===== src/rtl/tag_dir_pkg.sv =====
package tag_dir_pkg;

  typedef enum logic [2:0] {
    PERM_NP   = 3'd0,
    PERM_INV  = 3'd1,
    PERM_RO   = 3'd2,
    PERM_RW   = 3'd3,
    PERM_BUSY = 3'd4
  } perm_e;

  typedef enum logic [1:0] {
    RQ_LOAD   = 2'd0,
    RQ_STORE  = 2'd1,
    RQ_FETCH  = 2'd2,
    RQ_ATOMIC = 2'd3
  } rq_e;

  typedef enum logic [3:0] {
    OP_ACCESS   = 4'd0,
    OP_PRESENT  = 4'd1,
    OP_AVAIL    = 4'd2,
    OP_ALLOC    = 4'd3,
    OP_DEALLOC  = 4'd4,
    OP_PROBE    = 4'd5,
    OP_SET_PERM = 4'd6,
    OP_LOCK_SET = 4'd7,
    OP_LOCK_CLR = 4'd8,
    OP_LOCK_TST = 4'd9,
    OP_READ_IDX = 4'd10
  } op_e;

endpackage


===== src/rtl/tag_dir_search.sv =====
module tag_dir_search
  import tag_dir_pkg::*;
#(
  parameter int WAYS  = 4,
  parameter int TAG_W = 26
) (
  input  logic [WAYS-1:0]            vld_i,
  input  logic [WAYS-1:0][TAG_W-1:0] tag_i,
  input  logic [WAYS-1:0][2:0]       perm_i,
  input  logic [TAG_W-1:0]           tag_req_i,
  output logic [WAYS-1:0]            hit_vec_o,
  output logic                       hit_o,
  output logic [$clog2(WAYS)-1:0]    hit_way_o,
  output logic                       free_o,
  output logic [$clog2(WAYS)-1:0]    free_way_o,
  output logic                       avail_o
);
  localparam int WAY_W = $clog2(WAYS);

  logic [WAYS-1:0] same_vec, free_vec;

  for (genvar w = 0; w < WAYS; w++) begin : g_way
    assign same_vec[w]  = vld_i[w] && (tag_i[w] == tag_req_i);
    assign hit_vec_o[w] = same_vec[w] && (perm_i[w] != PERM_NP);
    assign free_vec[w]  = !vld_i[w] || (perm_i[w] == PERM_NP);
  end

  // lowest index wins
  always_comb begin
    hit_way_o  = '0;
    free_way_o = '0;
    for (int w = WAYS - 1; w >= 0; w--) begin
      if (hit_vec_o[w]) hit_way_o  = WAY_W'(w);
      if (free_vec[w])  free_way_o = WAY_W'(w);
    end
  end

  assign hit_o   = |hit_vec_o;
  assign free_o  = |free_vec;
  assign avail_o = free_o | (|same_vec);

endmodule


===== src/rtl/tag_dir_lru.sv =====
module tag_dir_lru #(
  parameter int SETS = 8,
  parameter int WAYS = 4
) (
  input  logic                      clk_i,
  input  logic                      rst_ni,
  input  logic                      touch_i,
  input  logic [$clog2(SETS)-1:0]   touch_set_i,
  input  logic [$clog2(WAYS)-1:0]   touch_way_i,
  input  logic [$clog2(SETS)-1:0]   rd_set_i,
  output logic [$clog2(WAYS)-1:0]   victim_o
);
  localparam int WAY_W = $clog2(WAYS);
  localparam int AGE_W = $clog2(WAYS);
  localparam logic [AGE_W-1:0] AGE_MAX = AGE_W'(WAYS - 1);

  logic [SETS-1:0][WAYS-1:0][AGE_W-1:0] age_q;

  always_ff @(posedge clk_i or negedge rst_ni) begin
    if (!rst_ni) begin
      age_q <= '0;
    end else if (touch_i) begin
      for (int w = 0; w < WAYS; w++) begin
        if (WAY_W'(w) == touch_way_i)
          age_q[touch_set_i][w] <= '0;
        else if (age_q[touch_set_i][w] != AGE_MAX)
          age_q[touch_set_i][w] <= age_q[touch_set_i][w] + 1'b1;
      end
    end
  end

  logic [AGE_W-1:0] best_age;
  always_comb begin
    victim_o = '0;
    best_age = age_q[rd_set_i][0];
    for (int w = 1; w < WAYS; w++) begin
      if (age_q[rd_set_i][w] > best_age) begin
        best_age = age_q[rd_set_i][w];
        victim_o = WAY_W'(w);
      end
    end
  end

  assert_touch_resets_age_R7: assert property (@(posedge clk_i) disable iff (!rst_ni)
    touch_i |=> age_q[$past(touch_set_i)][$past(touch_way_i)] == '0);

endmodule


===== src/rtl/tag_dir.sv =====
module tag_dir
  import tag_dir_pkg::*;
#(
  parameter int ADDR_W      = 32,
  parameter int LINE_BYTES  = 64,
  parameter int WAYS        = 4,
  parameter int CACHE_BYTES = 2048,
  parameter int START_BIT   = 6,
  parameter int CTX_W       = 4
) (
  input  logic                                        clk_i,
  input  logic                                        rst_ni,
  input  logic                                        req_valid_i,
  input  logic [3:0]                                  req_op_i,
  input  logic [ADDR_W-1:0]                           req_addr_i,
  input  logic [1:0]                                  req_type_i,
  input  logic [CTX_W-1:0]                            req_ctx_i,
  input  logic [2:0]                                  req_perm_i,
  input  logic                                        req_touch_i,
  input  logic [$clog2(CACHE_BYTES/LINE_BYTES)-1:0]   req_idx_i,
  output logic                                        rsp_valid_o,
  output logic                                        rsp_hit_o,
  output logic                                        rsp_grant_o,
  output logic [$clog2(WAYS)-1:0]                     rsp_way_o,
  output logic [ADDR_W-1:0]                           rsp_addr_o,
  output logic                                        rsp_err_o
);
  localparam int OFF_W = $clog2(LINE_BYTES);
  localparam int SETS  = CACHE_BYTES / WAYS / LINE_BYTES;
  localparam int SET_W = $clog2(SETS);
  localparam int WAY_W = $clog2(WAYS);
  localparam int TAG_W = ADDR_W - OFF_W;
  localparam int IDX_W = $clog2(SETS * WAYS);

  if (SETS < 2 || WAYS < 2) begin : g_bad_cfg
    $error("tag_dir: needs at least two sets and two ways");
  end

  logic [SETS-1:0][WAYS-1:0]             vld_q, lk_q;
  logic [SETS-1:0][WAYS-1:0][TAG_W-1:0]  tag_q;
  logic [SETS-1:0][WAYS-1:0][2:0]        perm_q;
  logic [SETS-1:0][WAYS-1:0][CTX_W-1:0]  own_q;

  op_e               op;
  logic [SET_W-1:0]  set_idx;
  logic [TAG_W-1:0]  req_tag;
  logic [WAY_W-1:0]  ri_way;
  logic [SET_W-1:0]  ri_set;

  assign op      = op_e'(req_op_i);
  assign set_idx = req_addr_i[START_BIT +: SET_W];
  assign req_tag = req_addr_i[ADDR_W-1:OFF_W];
  assign ri_way  = req_idx_i[WAY_W-1:0];
  assign ri_set  = req_idx_i[IDX_W-1:WAY_W];

  logic [WAYS-1:0]  hit_vec;
  logic             hit, free, avail;
  logic [WAY_W-1:0] hit_way, free_way, victim;

  tag_dir_search #(.WAYS(WAYS), .TAG_W(TAG_W)) u_search (
    .vld_i      (vld_q[set_idx]),
    .tag_i      (tag_q[set_idx]),
    .perm_i     (perm_q[set_idx]),
    .tag_req_i  (req_tag),
    .hit_vec_o  (hit_vec),
    .hit_o      (hit),
    .hit_way_o  (hit_way),
    .free_o     (free),
    .free_way_o (free_way),
    .avail_o    (avail)
  );

  logic             touch, touch_en;
  logic [WAY_W-1:0] touch_way;

  assign touch_way = (op == OP_ACCESS) ? hit_way : free_way;
  assign touch_en  = req_valid_i && touch;

  tag_dir_lru #(.SETS(SETS), .WAYS(WAYS)) u_lru (
    .clk_i       (clk_i),
    .rst_ni      (rst_ni),
    .touch_i     (touch_en),
    .touch_set_i (set_idx),
    .touch_way_i (touch_way),
    .rd_set_i    (set_idx),
    .victim_o    (victim)
  );

  logic [2:0] hit_perm, ri_perm;
  logic       ri_live;
  assign hit_perm = perm_q[set_idx][hit_way];
  assign ri_perm  = perm_q[ri_set][ri_way];
  assign ri_live  = vld_q[ri_set][ri_way] &&
                    (ri_perm == PERM_RO || ri_perm == PERM_RW || ri_perm == PERM_BUSY);

  logic              n_hit, n_grant, n_err;
  logic [WAY_W-1:0]  n_way;
  logic [ADDR_W-1:0] n_addr;
  logic do_alloc, do_dealloc, do_perm, do_lkset, do_lkclr;

  always_comb begin
    n_hit      = hit;
    n_grant    = 1'b0;
    n_err      = 1'b0;
    n_way      = hit_way;
    n_addr     = '0;
    do_alloc   = 1'b0;
    do_dealloc = 1'b0;
    do_perm    = 1'b0;
    do_lkset   = 1'b0;
    do_lkclr   = 1'b0;
    touch      = 1'b0;
    case (op)
      OP_ACCESS: begin
        touch   = hit;
        n_grant = hit && (hit_perm == PERM_RW ||
                  (hit_perm == PERM_RO &&
                   (req_type_i == RQ_LOAD || req_type_i == RQ_FETCH)));
      end
      OP_PRESENT: n_grant = hit;
      OP_AVAIL: begin
        n_way   = free_way;
        n_grant = avail;
      end
      OP_ALLOC: begin
        n_way = free_way;
        if (hit || !free) n_err = 1'b1;
        else begin
          do_alloc = 1'b1;
          n_grant  = 1'b1;
          touch    = req_touch_i;
        end
      end
      OP_DEALLOC: begin
        do_dealloc = hit;
        n_grant    = hit;
        n_err      = !hit;
      end
      OP_PROBE: begin
        n_way = victim;
        if (avail) n_err = 1'b1;
        else begin
          n_grant = 1'b1;
          n_addr  = {tag_q[set_idx][victim], {OFF_W{1'b0}}};
        end
      end
      OP_SET_PERM: begin
        do_perm = hit;
        n_grant = hit;
        n_err   = !hit;
      end
      OP_LOCK_SET: begin
        do_lkset = hit;
        n_grant  = hit;
        n_err    = !hit;
      end
      OP_LOCK_CLR: begin
        do_lkclr = hit;
        n_grant  = hit;
        n_err    = !hit;
      end
      OP_LOCK_TST: begin
        n_grant = hit && lk_q[set_idx][hit_way] && (own_q[set_idx][hit_way] == req_ctx_i);
        n_err   = !hit;
      end
      OP_READ_IDX: begin
        n_hit   = 1'b0;
        n_way   = ri_way;
        n_grant = ri_live;
        n_addr  = ri_live ? {tag_q[ri_set][ri_way], {OFF_W{1'b0}}} : '0;
      end
      default: n_err = 1'b1;
    endcase
  end

  always_ff @(posedge clk_i or negedge rst_ni) begin
    if (!rst_ni) begin
      vld_q  <= '0;
      lk_q   <= '0;
      tag_q  <= '0;
      perm_q <= '0;
      own_q  <= '0;
    end else if (req_valid_i) begin
      if (do_alloc) begin
        vld_q[set_idx][free_way]  <= 1'b1;
        tag_q[set_idx][free_way]  <= req_tag;
        perm_q[set_idx][free_way] <= PERM_INV;
        lk_q[set_idx][free_way]   <= 1'b0;
      end
      if (do_dealloc) begin
        vld_q[set_idx][hit_way] <= 1'b0;
        lk_q[set_idx][hit_way]  <= 1'b0;
      end
      if (do_perm)  perm_q[set_idx][hit_way] <= req_perm_i;
      if (do_lkset) begin
        lk_q[set_idx][hit_way]  <= 1'b1;
        own_q[set_idx][hit_way] <= req_ctx_i;
      end
      if (do_lkclr) lk_q[set_idx][hit_way] <= 1'b0;
    end
  end

  always_ff @(posedge clk_i or negedge rst_ni) begin
    if (!rst_ni) begin
      rsp_valid_o <= 1'b0;
      rsp_hit_o   <= 1'b0;
      rsp_grant_o <= 1'b0;
      rsp_way_o   <= '0;
      rsp_addr_o  <= '0;
      rsp_err_o   <= 1'b0;
    end else begin
      rsp_valid_o <= req_valid_i;
      if (req_valid_i) begin
        rsp_hit_o   <= n_hit;
        rsp_grant_o <= n_grant;
        rsp_way_o   <= n_way;
        rsp_addr_o  <= n_addr;
        rsp_err_o   <= n_err;
      end
    end
  end

  assert_line_aligned_R1: assert property (@(posedge clk_i) disable iff (!rst_ni)
    req_valid_i |-> req_addr_i[OFF_W-1:0] == '0);

  assert_rsp_one_cycle_R3: assert property (@(posedge clk_i) disable iff (!rst_ni)
    rsp_valid_o == $past(req_valid_i));

  assert_alloc_writes_invalid_R9: assert property (@(posedge clk_i) disable iff (!rst_ni)
    (req_valid_i && req_op_i == OP_ALLOC && !hit && free) |=>
      (vld_q[$past(set_idx)][$past(free_way)] &&
       perm_q[$past(set_idx)][$past(free_way)] == PERM_INV &&
       !lk_q[$past(set_idx)][$past(free_way)]));

  assert_unique_match_R10: assert property (@(posedge clk_i) disable iff (!rst_ni)
    req_valid_i |-> $onehot0(hit_vec));

  assert_dealloc_empties_R11: assert property (@(posedge clk_i) disable iff (!rst_ni)
    (req_valid_i && req_op_i == OP_DEALLOC && hit) |=>
      !vld_q[$past(set_idx)][$past(hit_way)]);

endmodule


===== config.mk =====
export PLATFORM = sky130hd
export DESIGN_NAME = tag_dir
export DESIGN_NICKNAME = d
export VERILOG_FILES = /design/src/rtl/tag_dir_pkg.sv /design/src/rtl/tag_dir_search.sv /design/src/rtl/tag_dir_lru.sv /design/src/rtl/tag_dir.sv
export SDC_FILE = /design/constraint.sdc
export NUM_CORES = 2
export LEC_CHECK = 0
export BUFFER_PORTS_ARGS = -buffer_cell sky130_fd_sc_hd__buf_2
export CORE_UTILIZATION = 40
export CTS_BUF_LIST = sky130_fd_sc_hd__clkbuf_4
export CTS_CLUSTER_SIZE = 12
export DETAILED_ROUTE_END_ITERATION = 16
export PLACE_DENSITY = 0.65
export RECOVER_POWER = 25
export SKIP_LAST_GASP = 1
export SLEW_MARGIN = 40
export SYNTH_ARGS = -nofsm -noshare
export SYNTH_HDL_FRONTEND = slang
export SYNTH_HIERARCHICAL = 1
export SYNTH_SLANG_ARGS = --single-unit

===== constraint.sdc =====
create_clock -name clk_i -period 10.3 [get_ports clk_i]
set_clock_uncertainty 0.15 [all_clocks]
set_input_delay 1.03 -clock clk_i [delete_from_list [all_inputs] [get_ports clk_i]]
set_output_delay 1.03 -clock clk_i [all_outputs]
set_load 0.01 [all_outputs]

==> flow_metrics.tcl <==
set metrics [dict create \
    status "complete, but fails checks" \
    failed_checks "max-capacitance violations, max-slew violations" \
    synth_seq_cells 1216 \
    power_density_nw_per_um2 145 \
    drive_above_1_share_pct 37.4 \
    via_count 49700 \
    start_util_pct 40.2 \
    cts_resized 0 \
    htreeDepth 5 \
    port_buffers 78 \
    min_period_over_period_pct 73.4 \
    cts_buffers 346 \
    cap_violations 11 \
    min_period_ps 7560 \
    die_area_um2 163000 \
    cts_tree "built" \
    grt_usage_pct 28.3 \
    cts_root_buf "clkbuf_4" \
    hold_viol 0 \
    setup_tns_ps 0 \
    synth_area_leader_cell "dfrtp_1" \
    ir_worst_vdd_uv 120 \
    grt_antenna_before_repair 14 \
    cp_data_required_time_ps 11250 \
    p_total_mw 10.5 \
    report.final.setup_viol 0 \
    post-dp-hpwl_um 142000 \
    final_util_pct 45.0 \
    worstSetupPathType "input pin to flop" \
    drc 0 \
    worstMarginPinSlew_ps 4530 \
    p_comb_share_pct 10.1 \
    ys_seq_area_share_pct 47.2 \
    fin_cells 7706 \
    fin_area_um2 72200 \
    grt_max_degree 152 \
    dp_cells 7084 \
    relSlewSlack_pct -202 \
    cp_max_fo 73 \
    io_pins 92 \
    async_flop_share_pct 100 \
    cp-start-kind "input pin" \
    grt_pass1_vias 49200 \
    synth_top_area_share_pct 47.2 \
    clockBufferDepth 4 \
    leakage_nw 33.3 \
    syn_inst 5146 \
    p_sw_share_pct 27.8 \
    synth_ff_type "dfrtp_1" \
    ant_nets 0 \
    yosysUniqueCellTypes 91 \
    clock.fmax_ghz 0.132 \
    dr.pass1.iters 6 \
    drt_iter0_drc 6844 \
    place_area_um2 67700 \
    seqPwrFrac_pct 47.2 \
    avgRoutedWirePerCell_um 30.1 \
    rsz0062_at_grt "no" \
    internal_power_mw 7.58 \
    drt_wl_total_um 232000 \
    final_common_cell "dfrtp_1" \
    dieHeight_um 404 \
    via_per_inst 6.45 \
    power.share.clock_pct 42.7 \
    gp_congestion 0.949 \
    synth_warnings 6 \
    areaGrowthSynthToFinish_pct 12.0 \
    cts.sinks 1216 \
    final_cell_mix "1216 x dfrtp_1, 797 x mux2_2, 503 x clkbuf_4, 486 x nand2_1, 378 x mux4_2" \
    fp-row-count 147 \
    grt_overflow_total 0 \
    placeableCoreArea_um2 160000 \
    p_sw_mw 2.92 \
    netlist_area_um2 64500 \
    synth-edff-count 0 \
    clk_pin_slew_ps 70 \
    final_nets 5366 \
    synthTopCellsByArea "dfrtp_1 47%, mux2_2 14%, mux4_2 13%" \
    worstPathArrival_ps 8520 \
    grt_pass1_wl_um 340000 \
    clkLatencyLatePin_ps 1360 \
    endpoint_kind "flop" \
    die_x_um 404 \
    hold_class "input pin to flop" \
    final_max_slew_viol_count 653 \
    syn-mean-instance-area_um2 12.5 \
]
==> metrics by stage <==
stage                     hold WS, ps  setup slack [ps]
after floorplan                   297              4070
after detailed placement          318              1800
after global placement            317              1820
after CTS                        2.78              3110
after global routing             61.1              1790
final                            94.9              2740
==> synthesized netlist by cell type (all sizes together) (12+ instances only) <==
cell,n
nor4,19
a21oi,119
nand4,66
buf,174
mux4,378
nand2b,22
xnor2,49
and2,42
a221o,55
a221oi,58
or2,36
clkbuf,283
nor2b,44
o21ai,130
nor3,35
o22ai,27
o31ai,17
a22oi,246
nand2,500
mux2i,141
nor2,232
inv,34
a22o,42
ha,12
o22a,29
mux2,851
dfrtp,1216
xor2,56
o2bb2ai,26
nand3,50
==> worst max-delay path: stages <==
cell and delay (ps):
buf_8 500, and3_4 840, buf_12 400, a22oi_1 150
nand4_1 220, xor2_1 540, nor4_1 230, nand4_1 290
nor2_1 140, nand3b_1 660, nor2b_1 400, and4_1 460
nand3_1 610, nor2_4 950, buf_4 460, mux2_2 380
==> timing repair <==
item	in CTS	in global routing
setup buffers	0	0
hold buffers	24	0
hold endpoints to repair	179	0
==> power by group through the flow <==
stage	combinational, mW	clock [mW]	sequential, mW
5_1_grt	1.10	4.82	4.96
2_1_floorplan	0.593	0	5.02
6_report	1.06	4.48	4.96
3_5_place_dp	1.02	0	5.04
4_1_cts	1.03	4.55	4.95
3_3_place_gp	1.01	0	5.04
==> state kept, by name (all words and copies together), names as in the netlist <==
register and flops:
lk_q 32, own_q 128, perm_q 96, rsp_addr_o 26, rsp_err_o 1, rsp_grant_o 1, rsp_hit_o 1, rsp_valid_o 1
rsp_way_o 2, tag_q 832, u_lru/age_q 64, vld_q 32
==> final timing paths <==
path,start,to,slack [ps],cells after the start
min in group asynchronous,rst_ni,own_q[76],1160,2
setup / recovery,req_addr_i[7],tag_q[818],2740,16
hold / removal,req_addr_i[8],u_lru/age_q[35],90,3
hold reg to reg,rsp_hit_o,rsp_hit_o,330,1
max in group asynchronous,rst_ni,tag_q[274],2850,6
setup reg to reg,perm_q[86],tag_q[818],3580,13
==> area by class of cell <==
type,instances,area [um2]
clock buffers,503,3780
flip-flops and latches,1216,30400
well taps,2160,2700
inverters,37,143
multi-input cells,3441,32400
fillers,14600,88200
diodes,8,20.0
clock inverters,83,454
repair buffers,258,2320
==> kinds of logic after synthesis <==
logic type	synth area share, %
mux	30.2
flops	47.2
simple gates	7.91
compound gates	9.77
buf+inv	3.25
xor+xnor	1.43
fa+ha+maj	0.233
other cells	0.00581
==> per-layer routing <==
metal	routed length, um	track usage (%)
met2	102000	41.4
met1	88500	37.2
met5	96	0.0892
met3	27700	8.64
met4	13400	15.8
No activity file was read; power rests on OpenSTA's default activity.
